File: src/rtl/sem_cell_pkg.sv
package sem_cell_pkg;

    typedef enum logic [2:0] {
        VIEW_RAW    = 3'd0,
        VIEW_STATUS = 3'd1,
        VIEW_QWAIT  = 3'd2,
        VIEW_QTRY   = 3'd3,
        VIEW_TWAIT  = 3'd4,
        VIEW_TTRY   = 3'd5
    } view_e;

    localparam int STAT_ZERO_BIT = 0;
    localparam int STAT_SAT_BIT  = 1;
    localparam int STAT_FIFO_BIT = 2;

endpackage

File: src/rtl/sem_view_decode.sv
module sem_view_decode
    import sem_cell_pkg::*;
(
    input  logic       cfg_fifo,
    input  logic       rd_valid,
    input  logic [2:0] rd_view,
    input  logic       wr_valid,
    input  logic [2:0] wr_view,
    output logic       take_wait,
    output logic       take_try,
    output logic       raw_rd,
    output logic       stat_rd,
    output logic       give
);

    always_comb begin
        take_wait = 1'b0;
        take_try  = 1'b0;
        raw_rd    = 1'b0;
        stat_rd   = 1'b0;
        if (rd_valid) begin
            case (view_e'(rd_view))
                VIEW_RAW:    raw_rd    = 1'b1;
                VIEW_STATUS: stat_rd   = 1'b1;
                VIEW_TWAIT:  take_wait = !cfg_fifo;
                VIEW_TTRY:   take_try  = !cfg_fifo;
                default:     ;
            endcase
        end
    end

    always_comb begin
        give = 1'b0;
        if (wr_valid && !cfg_fifo) begin
            case (view_e'(wr_view))
                VIEW_TWAIT, VIEW_TTRY: give = 1'b1;
                default:               give = 1'b0;
            endcase
        end
    end

endmodule

File: src/rtl/sem_counter.sv
module sem_counter #(
    parameter int CNT_W = 16
) (
    input  logic             clk,
    input  logic             rst_n,
    input  logic             give,
    input  logic             take,
    output logic [CNT_W-1:0] count_q,
    output logic [CNT_W-1:0] count_seen,
    output logic             seen_zero,
    output logic             seen_sat
);

    localparam logic [CNT_W-1:0] CNT_MAX = {CNT_W{1'b1}};

    typedef struct packed {
        logic [CNT_W-1:0] count;
    } cnt_state_t;

    cnt_state_t state_d, state_q;

    always_comb begin
        // The give is applied ahead of any take in the same cycle.
        count_seen = count_q;
        if (give && (count_q != CNT_MAX)) begin
            count_seen = count_q + 1'b1;
        end
        seen_zero = (count_seen == '0);
        seen_sat  = (count_seen == CNT_MAX);

        state_d.count = count_seen;
        if (take && !seen_zero) begin
            state_d.count = count_seen - 1'b1;
        end
    end

    always_ff @(posedge clk) begin
        if (!rst_n) begin
            state_q <= '0;
        end else begin
            state_q <= state_d;
        end
    end

    assign count_q = state_q.count;

endmodule

File: src/rtl/sem_waiters.sv
module sem_waiters #(
    parameter int NREQ = 8,
    localparam int ID_W = $clog2(NREQ)
) (
    input  logic            clk,
    input  logic            rst_n,
    input  logic            give,
    input  logic            block,
    input  logic [ID_W-1:0] block_id,
    output logic [NREQ-1:0] mask_q,
    output logic            wake_pulse,
    output logic [NREQ-1:0] wake_mask
);

    typedef struct packed {
        logic [NREQ-1:0] mask;
        logic            wake;
        logic [NREQ-1:0] wake_mask;
    } wait_state_t;

    wait_state_t state_d, state_q;
    logic [NREQ-1:0] block_bit;

    always_comb begin
        block_bit = '0;
        for (int i = 0; i < NREQ; i++) begin
            if (block && (block_id == ID_W'(i))) begin
                block_bit[i] = 1'b1;
            end
        end
    end

    always_comb begin
        state_d.wake      = 1'b0;
        state_d.wake_mask = '0;
        state_d.mask      = state_q.mask;
        if (give && (state_q.mask != '0)) begin
            state_d.wake      = 1'b1;
            state_d.wake_mask = state_q.mask;
            state_d.mask      = '0;
        end
        state_d.mask = state_d.mask | block_bit;
    end

    always_ff @(posedge clk) begin
        if (!rst_n) begin
            state_q <= '0;
        end else begin
            state_q <= state_d;
        end
    end

    assign mask_q     = state_q.mask;
    assign wake_pulse = state_q.wake;
    assign wake_mask  = state_q.wake_mask;

endmodule

File: src/rtl/sem_cell.sv
module sem_cell
    import sem_cell_pkg::*;
#(
    parameter int CNT_W  = 16,
    parameter int NREQ   = 8,
    parameter int DATA_W = 32
) (
    input  logic                    clk,
    input  logic                    rst_n,
    input  logic                    cfg_fifo,
    input  logic                    rd_valid,
    input  logic [2:0]              rd_view,
    input  logic [$clog2(NREQ)-1:0] rd_id,
    input  logic                    wr_valid,
    input  logic [2:0]              wr_view,
    output logic                    rsp_valid,
    output logic                    rsp_blocked,
    output logic [DATA_W-1:0]       rsp_data,
    output logic                    wake_pulse,
    output logic [NREQ-1:0]         wake_mask
);

    typedef struct packed {
        logic              valid;
        logic              blocked;
        logic [DATA_W-1:0] data;
    } rsp_t;

    logic             take_wait, take_try, raw_rd, stat_rd, give;
    logic [CNT_W-1:0] count_q, count_seen;
    logic             seen_zero, seen_sat;
    logic [NREQ-1:0]  mask_q;
    logic             block;
    rsp_t             rsp_d, rsp_q;

    sem_view_decode u_dec (
        .cfg_fifo  (cfg_fifo),
        .rd_valid  (rd_valid),
        .rd_view   (rd_view),
        .wr_valid  (wr_valid),
        .wr_view   (wr_view),
        .take_wait (take_wait),
        .take_try  (take_try),
        .raw_rd    (raw_rd),
        .stat_rd   (stat_rd),
        .give      (give)
    );

    sem_counter #(.CNT_W(CNT_W)) u_cnt (
        .clk        (clk),
        .rst_n      (rst_n),
        .give       (give),
        .take       (take_wait | take_try),
        .count_q    (count_q),
        .count_seen (count_seen),
        .seen_zero  (seen_zero),
        .seen_sat   (seen_sat)
    );

    assign block = take_wait && seen_zero;

    sem_waiters #(.NREQ(NREQ)) u_wait (
        .clk        (clk),
        .rst_n      (rst_n),
        .give       (give),
        .block      (block),
        .block_id   (rd_id),
        .mask_q     (mask_q),
        .wake_pulse (wake_pulse),
        .wake_mask  (wake_mask)
    );

    always_comb begin
        rsp_d         = '0;
        rsp_d.valid   = rd_valid;
        rsp_d.blocked = block;
        if (raw_rd) begin
            rsp_d.data = DATA_W'(count_seen);
        end else if (stat_rd) begin
            rsp_d.data[STAT_ZERO_BIT] = seen_zero;
            rsp_d.data[STAT_SAT_BIT]  = seen_sat;
            rsp_d.data[STAT_FIFO_BIT] = cfg_fifo;
        end else if ((take_wait || take_try) && !block) begin
            rsp_d.data = DATA_W'(count_seen);
        end
    end

    always_ff @(posedge clk) begin
        if (!rst_n) begin
            rsp_q <= '0;
        end else begin
            rsp_q <= rsp_d;
        end
    end

    assign rsp_valid   = rsp_q.valid;
    assign rsp_blocked = rsp_q.blocked;
    assign rsp_data    = rsp_q.data;

endmodule

File: config.mk
export PLATFORM = sky130hd
export DESIGN_NAME = sem_cell
export DESIGN_NICKNAME = d
export VERILOG_FILES = /design/src/rtl/sem_cell_pkg.sv /design/src/rtl/sem_view_decode.sv /design/src/rtl/sem_counter.sv /design/src/rtl/sem_waiters.sv /design/src/rtl/sem_cell.sv
export SDC_FILE = /design/constraint.sdc
export NUM_CORES = 1
export LEC_CHECK = 0
export CAP_MARGIN = 0
export CELL_PAD_IN_SITES_DETAIL_PLACEMENT = 1
export CELL_PAD_IN_SITES_GLOBAL_PLACEMENT = 2
export CORE_MARGIN = 3
export CORE_UTILIZATION = 34
export DETAILED_ROUTE_END_ITERATION = 6
export DONT_BUFFER_PORTS = 1
export GPL_TIMING_DRIVEN = 0
export PLACE_DENSITY_LB_ADDON = 0.1
export SLEW_MARGIN = 25
export SYNTH_ARGS = -nofsm -noshare
export SYNTH_HDL_FRONTEND = slang
export SYNTH_SLANG_ARGS = --single-unit
File: constraint.sdc
create_clock -name clk -period 3.1 [get_ports clk]
set_input_delay 0.62 -clock clk [delete_from_list [all_inputs] [get_ports clk]]
set_output_delay 0.62 -clock clk [all_outputs]
set_load 0.01 [all_outputs]
==> results.txt, run 1 <==
Outcome = finished, violations left
Failing checks = negative setup slack
Final Slew Violations = 0
Largest area contributor in the netlist = dfxtp_1
Drt total wl = 8480 um
Post-DRT Antenna Nets = 0
Slowest-stage cell, CP = or4_4
CP Cell Sequence = ha_4, buf_6, nand3_4, nor4_4, buf_4, buf_4, nor4_2, and4bb_2, and3_4, buf_6, nand3_4, or4_4, o41ai_4
Final Critical Period = 3.12 ns
Area of the die = 9470 sq um
WL/cell = 17.9 um
Final Cycle Share = 101%
Worst Path Max Fanout = 8
MaxCap Viol Count = 0
First-pass GRT wire length = 13,600 um
Ant. Diodes = 0
Bufs and invs on worst path = 4
Number of antenna violations at the first check in global routing = 0
Overall routing resource usage = 17.8%
Power Density = 381 nW/um^2
Area Overhead vs Synth = 25.2%
Min-Delay Path Class = in2reg
Leakage Power = 1.39 nW
CP Data Required Time = 3.32 ns
Synth Cell Area = 2830 sq um
Final Hold Viols = 0
Vias after detailed routing = 2,554
Hold slack = 0.372 ns
Setup TNS = -0.0344 ns
Highest cell delay on the worst timing path = 0.52 ns
Fin worst setup slack = -0.0242 ns
Highest clock rate = 320 MHz
Largest net degree at the start of global routing = 17
Starting Density = 35.9%
Flops & latches, synth = 51
Register area share after synthesis = 36.0%
WS Path Type = reg2reg
Max clock buf depth = 2
Post-Synthesis Cells = 323
Clk pin slew, worst setup/hold paths = 0.10 ns
Post-synth top flop = dfxtp_1
Largest delay share family, worst path = simple AND/OR/NAND/NOR gates
RePlAce Congestion = 0.816
Number of unique standard cell types used by synthesis = 63
Mean Syn Cell Area = 8.77 sq um
Crit path DAT = 3.35 ns
Asr flop ratio synth = 0%
# hold bufs at CTS = 0
Max-slew headroom = 52.3%
Post-synth EDFFs = 0
RSZ-0062 raised after global routing = yes
CTS root buf = clkbuf_8
Die Wd = 97.3 um
Post-synth top area share = 36.0%
Placed cell areas = 3050 sq um
Chip height = 97.3 um
Htree depth = 2
Crit path capture type = flip-flop
TritonCTS buffer count = 5
Nets = 387
Vias per cell = 5.40
Drt initial violations = 104
Final Cell Area = 3550 sq um
Ranking of synthesized cells by area = dfxtp_1 (36%), buf_4 (5.0%), nand2_1 (4.0%)
Worst-Skew Late Latency = 0.31 ns
Ys Warns = 0
Tightest Pin Transition = 0.709 ns
DP HPWL = 6070 um
Clock sink count = 51
Core area = 7890 sq um
Number of global-route vias before repair = 2,547
Fin Clk Skew = 0.00632 ns
VDD IR max = 0.170 mV
Remaining global-route overflow = 0
Final setup vio count = 2
Iteration count of the initial detailed-routing pass = 4
Buffers on Ports = 0
Layout cells sized above 1 = 31.3%
Clock tree from TritonCTS = built
Filler cells = 921
Row count = 32
CP Launch Type = flip-flop
DRC = 0
IO Pins = 57
## area by class of cell
class	count	area [sq um]	area share (%)
Tap cell	102	128	3.60
Multi-Input combinational cell	248	1830	51.5
Timing Repair Buffer	29	218	6.14
Sequential cell	51	1030	29.1
Clock inverter	3	43.8	1.23
Clock buffer	5	68.8	1.94
Buffer	27	200	5.64
Inverter	8	30.0	0.847
## sequential cells by signal, summed over array words and instances, names as in the netlist
register,flops
rsp_data,16
u_cnt.count_q,16
u_wait.mask_q,8
u_wait.wake_mask,8
rsp_blocked,1
rsp_valid,1
u_wait.wake_pulse,1
## synth_stat cells (all sizes together) (2+ instances only)
| cell type | n |
|---|---|
| a31oi | 3 |
| o2111ai | 2 |
| nand2 | 30 |
| nor2b | 4 |
| or4 | 6 |
| inv | 7 |
| o21ai | 12 |
| nand4 | 15 |
| and4 | 2 |
| buf | 24 |
| clkbuf | 7 |
| xnor2 | 6 |
| o31ai | 2 |
| ha | 3 |
| a211oi | 6 |
| nor3 | 12 |
| nand4b | 2 |
| a31o | 4 |
| and2 | 11 |
| o41ai | 5 |
| xor2 | 2 |
| a21oi | 14 |
| and3 | 5 |
| o21a | 5 |
| dfxtp | 51 |
| a21o | 3 |
| nor4 | 11 |
| nor2 | 26 |
| nand3 | 17 |
| or3 | 3 |
| mux2i | 6 |
## metal layers
| metal | track usage, % | part of all wire [%] | vias up |
|---|---|---|---|
| met4 | 2.56 | 0.60 | 0 |
| li1 | - | - | 1243 |
| met5 | 0 | 0 | - |
| met3 | 3.37 | 6.1 | 7 |
| met2 | 27.9 | 46 | 65 |
| met1 | 25.9 | 48 | 1239 |
## cell usage in the layout, fill, tap and decap left out, types with 6 or more instances in the layout
cell type	netlist	layout
inv_1	7	7
buf_4	19	48
nand3_1	15	13
nor4_1	9	6
dfxtp_1	51	45
o21ai_0	12	11
nand4_1	11	11
nor2_1	26	25
conb_1	1	16
nor3_1	12	11
nand2_1	30	27
a21oi_1	14	14
and2_1	11	11
## path summary, 6_finish.rpt
path,startpoint,to,cells after the start,slack [ns]
max,u_cnt.count_q[1]$_SDFF_PN0_,u_wait.mask_q[0]$_SDFF_PN0_,13,-0.02
min,rd_view[0],rsp_blocked$_SDFF_PN0_,1,0.37
max reg2reg,u_cnt.count_q[1]$_SDFF_PN0_,u_wait.mask_q[0]$_SDFF_PN0_,13,-0.02
min reg2reg,u_wait.mask_q[7]$_SDFF_PN0_,u_wait.mask_q[7]$_SDFF_PN0_,2,0.48
## logic make-up after synthesis
family	share of synthesized area, %
other	0.132
xor gates and xnor gates	2.74
and+or+nand+nor	32.8
muxes	2.56
adders and majority gates	1.32
DFF	36.0
AOI/OAI and AO/OA	16.2
buffers and inverters	8.12
## where the power goes
part	switching [W]	internal (W)	total, W
registers	0.0000113	0.000662	0.000673
logic	0.000114	0.0000860	0.000200
clock network	0.000236	0.000241	0.000477
total	0.000361	0.000989	0.00135
## what timing repair did
action,4_1_cts,5_1_grt
resized for setup,29,17
setup buffers,15,14
pin swaps,8,8
hold endpoints to repair,0,0
setup endpoints to repair,40,33
cloned,0,0
## per-stage QoR
stage,std cells,util [%],worst slack [ns],total power (W)
5_1_grt,473,45.0,-0.196,0.00141
4_1_cts,460,43.0,0.00332,0.00135
6_report,473,45.0,-0.0242,0.00135
3_3_place_gp,440,38.7,-0.552,0.000846
2_1_floorplan,338,-,-0.00121,0.000810
3_5_place_dp,440,38.7,-0.668,0.000847
(Power assumes the default switching activity.)
==> run 2: changes to the inputs <==
PLACE_DENSITY_LB_ADDON = 0.2   (was 0.1)
==> results.txt, run 2 (same netlist as run 1, synthesis figures left out) <==
Outcome = completed
Final Hold Viols = 0
Crit path capture type = flip-flop
Starting Density = 35.9%
Die Wd = 97.3 um
Fin Clk Skew = 0.00543 ns
Buffers on Ports = 0
TritonCTS buffer count = 5
Crit path DAT = 3.28 ns
DP HPWL = 6160 um
WL/cell = 18.2 um
IO Pins = 57
Core area = 7890 sq um
Row count = 32
Final Slew Violations = 0
Chip height = 97.3 um
Max-slew headroom = 53.3%
Final Cycle Share = 98.8%
Largest net degree at the start of global routing = 17
Tightest Pin Transition = 0.693 ns
Final setup vio count = 0
CTS root buf = clkbuf_8
Worst-Skew Late Latency = 0.31 ns
Iteration count of the initial detailed-routing pass = 4
Vias per cell = 5.37
DRC = 0
Clock sink count = 51
First-pass GRT wire length = 13,500 um
Number of global-route vias before repair = 2,506
Total power draw = 0.00137 W
Footprint of the multi-input gates = 1820 sq um
Min-Delay Path Class = in2reg
Nets = 375
Max clock buf depth = 2
CP Cell Sequence = ha_4, buf_6, nand3_4, nor4_4, buf_4, nor3_1, xnor2_2, and3_4, buf_6, nand3_4, or4_4, o41ai_4
Vias after detailed routing = 2,475
Highest clock rate = 327 MHz
Htree depth = 2
Overall routing resource usage = 17.8%
MaxCap Viol Count = 0
RSZ-0062 raised after global routing = yes
Final Non-Filler Cells = 461
Remaining global-route overflow = 0
Commonest non-fill, non-tap cell in the layout = dfxtp_1
Register Area = 1030 sq um
Highest cell delay on the worst timing path = 0.53 ns
VDD IR max = 0.160 mV
Area Overhead vs Synth = 21.8%
Clock tree from TritonCTS = built
Drt initial violations = 99
Final Critical Period = 3.06 ns
Number of antenna violations at the first check in global routing = 0
Placed insts = 440
Drt total wl = 8370 um
CP Data Required Time = 3.32 ns
Filler cells = 910
Clk pin slew, worst setup/hold paths = 0.09 ns
WS Path Type = reg2reg
Layout Utilization = 43.8%
Most frequent cells in the layout = dfxtp_1 (47), buf_4 (37), nand2_1 (30)
Slowest-stage cell, CP = or4_4
Hold slack = 0.375 ns
Area of the die = 9470 sq um
Ant. Diodes = 0
RePlAce Congestion = 0.814
Layout cells sized above 1 = 27.3%
Power Density = 396 nW/um^2
CP Launch Type = flip-flop
Post-DRT Antenna Nets = 0
Worst Path Max Fanout = 8
Leakage Power = 1.34 nW
## run 2: cell types whose count changed in the layout (fill, tap and decap cells not counted), sizes merged
cell,before,now
clkinv,3,1
buf,53,42
inv,7,8
## run 2: path summary, 6_finish.rpt
| kind | startpoint | to | slack, ns | cells past startpoint |
|---|---|---|---|---|
| worst max-delay path | u_cnt.count_q[0]$_SDFF_PN0_ | u_wait.mask_q[0]$_SDFF_PN0_ | 0.04 | 12 |
| worst min register to register | u_wait.mask_q[3]$_SDFF_PN0_ | u_wait.mask_q[3]$_SDFF_PN0_ | 0.48 | 2 |
| worst min-delay path | rd_view[0] | rsp_blocked$_SDFF_PN0_ | 0.38 | 1 |
| worst max register to register | u_cnt.count_q[0]$_SDFF_PN0_ | u_wait.mask_q[0]$_SDFF_PN0_ | 0.04 | 12 |
## run 2: layout make-up
| cell class | instances | area share (%) |
|---|---|---|
| multi-input cells | 248 | 52.7 |
| flip-flops and latches | 51 | 29.9 |
| plain buffers | 27 | 5.62 |
| repair buffers | 17 | 3.70 |
| well taps | 102 | 3.70 |
| clock buffers | 6 | 2.39 |
| clock inverters | 2 | 1.12 |
| inverters | 8 | 0.870 |
## run 2: repair_timing
item / 4_1_cts / 5_1_grt
setup endpoints to repair: 40 / 35
pin swaps: 4 / 7
hold buffers: 0 / 0
buffers inserted: 13 / 4
cloned: 0 / 0
gates resized for setup: 20 / 24
## run 2: report_power, final
part / switching [W] / internal, W
logic: 0.000108 / 0.0000820
clock network: 0.000240 / 0.000266
registers: 0.0000105 / 0.000662
total: 0.000358 / 0.00101
## run 2: through the flow
stage          setup TNS [ns]  cell area [sq um]  setup slack [ns]
3_3_place_gp           -14.13               3050            -0.567
3_5_place_dp           -15.60               3050            -0.618
4_1_cts              -0.00515               3350          -0.00515
2_1_floorplan        -0.00121               2930          -0.00121
6_report                    0               3450            0.0382
5_1_grt                -0.575               3450            -0.137
## run 2: critical path, delay by kind of cell (launching register included)
family                   cells  cell delay, ns
AO/OA/AOI/OAI                1            0.24
XOR/XNOR                     1            0.35
adder cells (fa/ha/maj)      1            0.13
buffers and inverters        3            0.46
flip-flops                   1            0.37
AND/OR/NAND/NOR              6            1.41
## run 2: per-layer routing
layer  track usage [%]  part of all wire [%]
met4              5.32                   1.4
met2              26.8                    44
met5                 0                     0
met3              3.52                   5.1
met1              25.6                    49
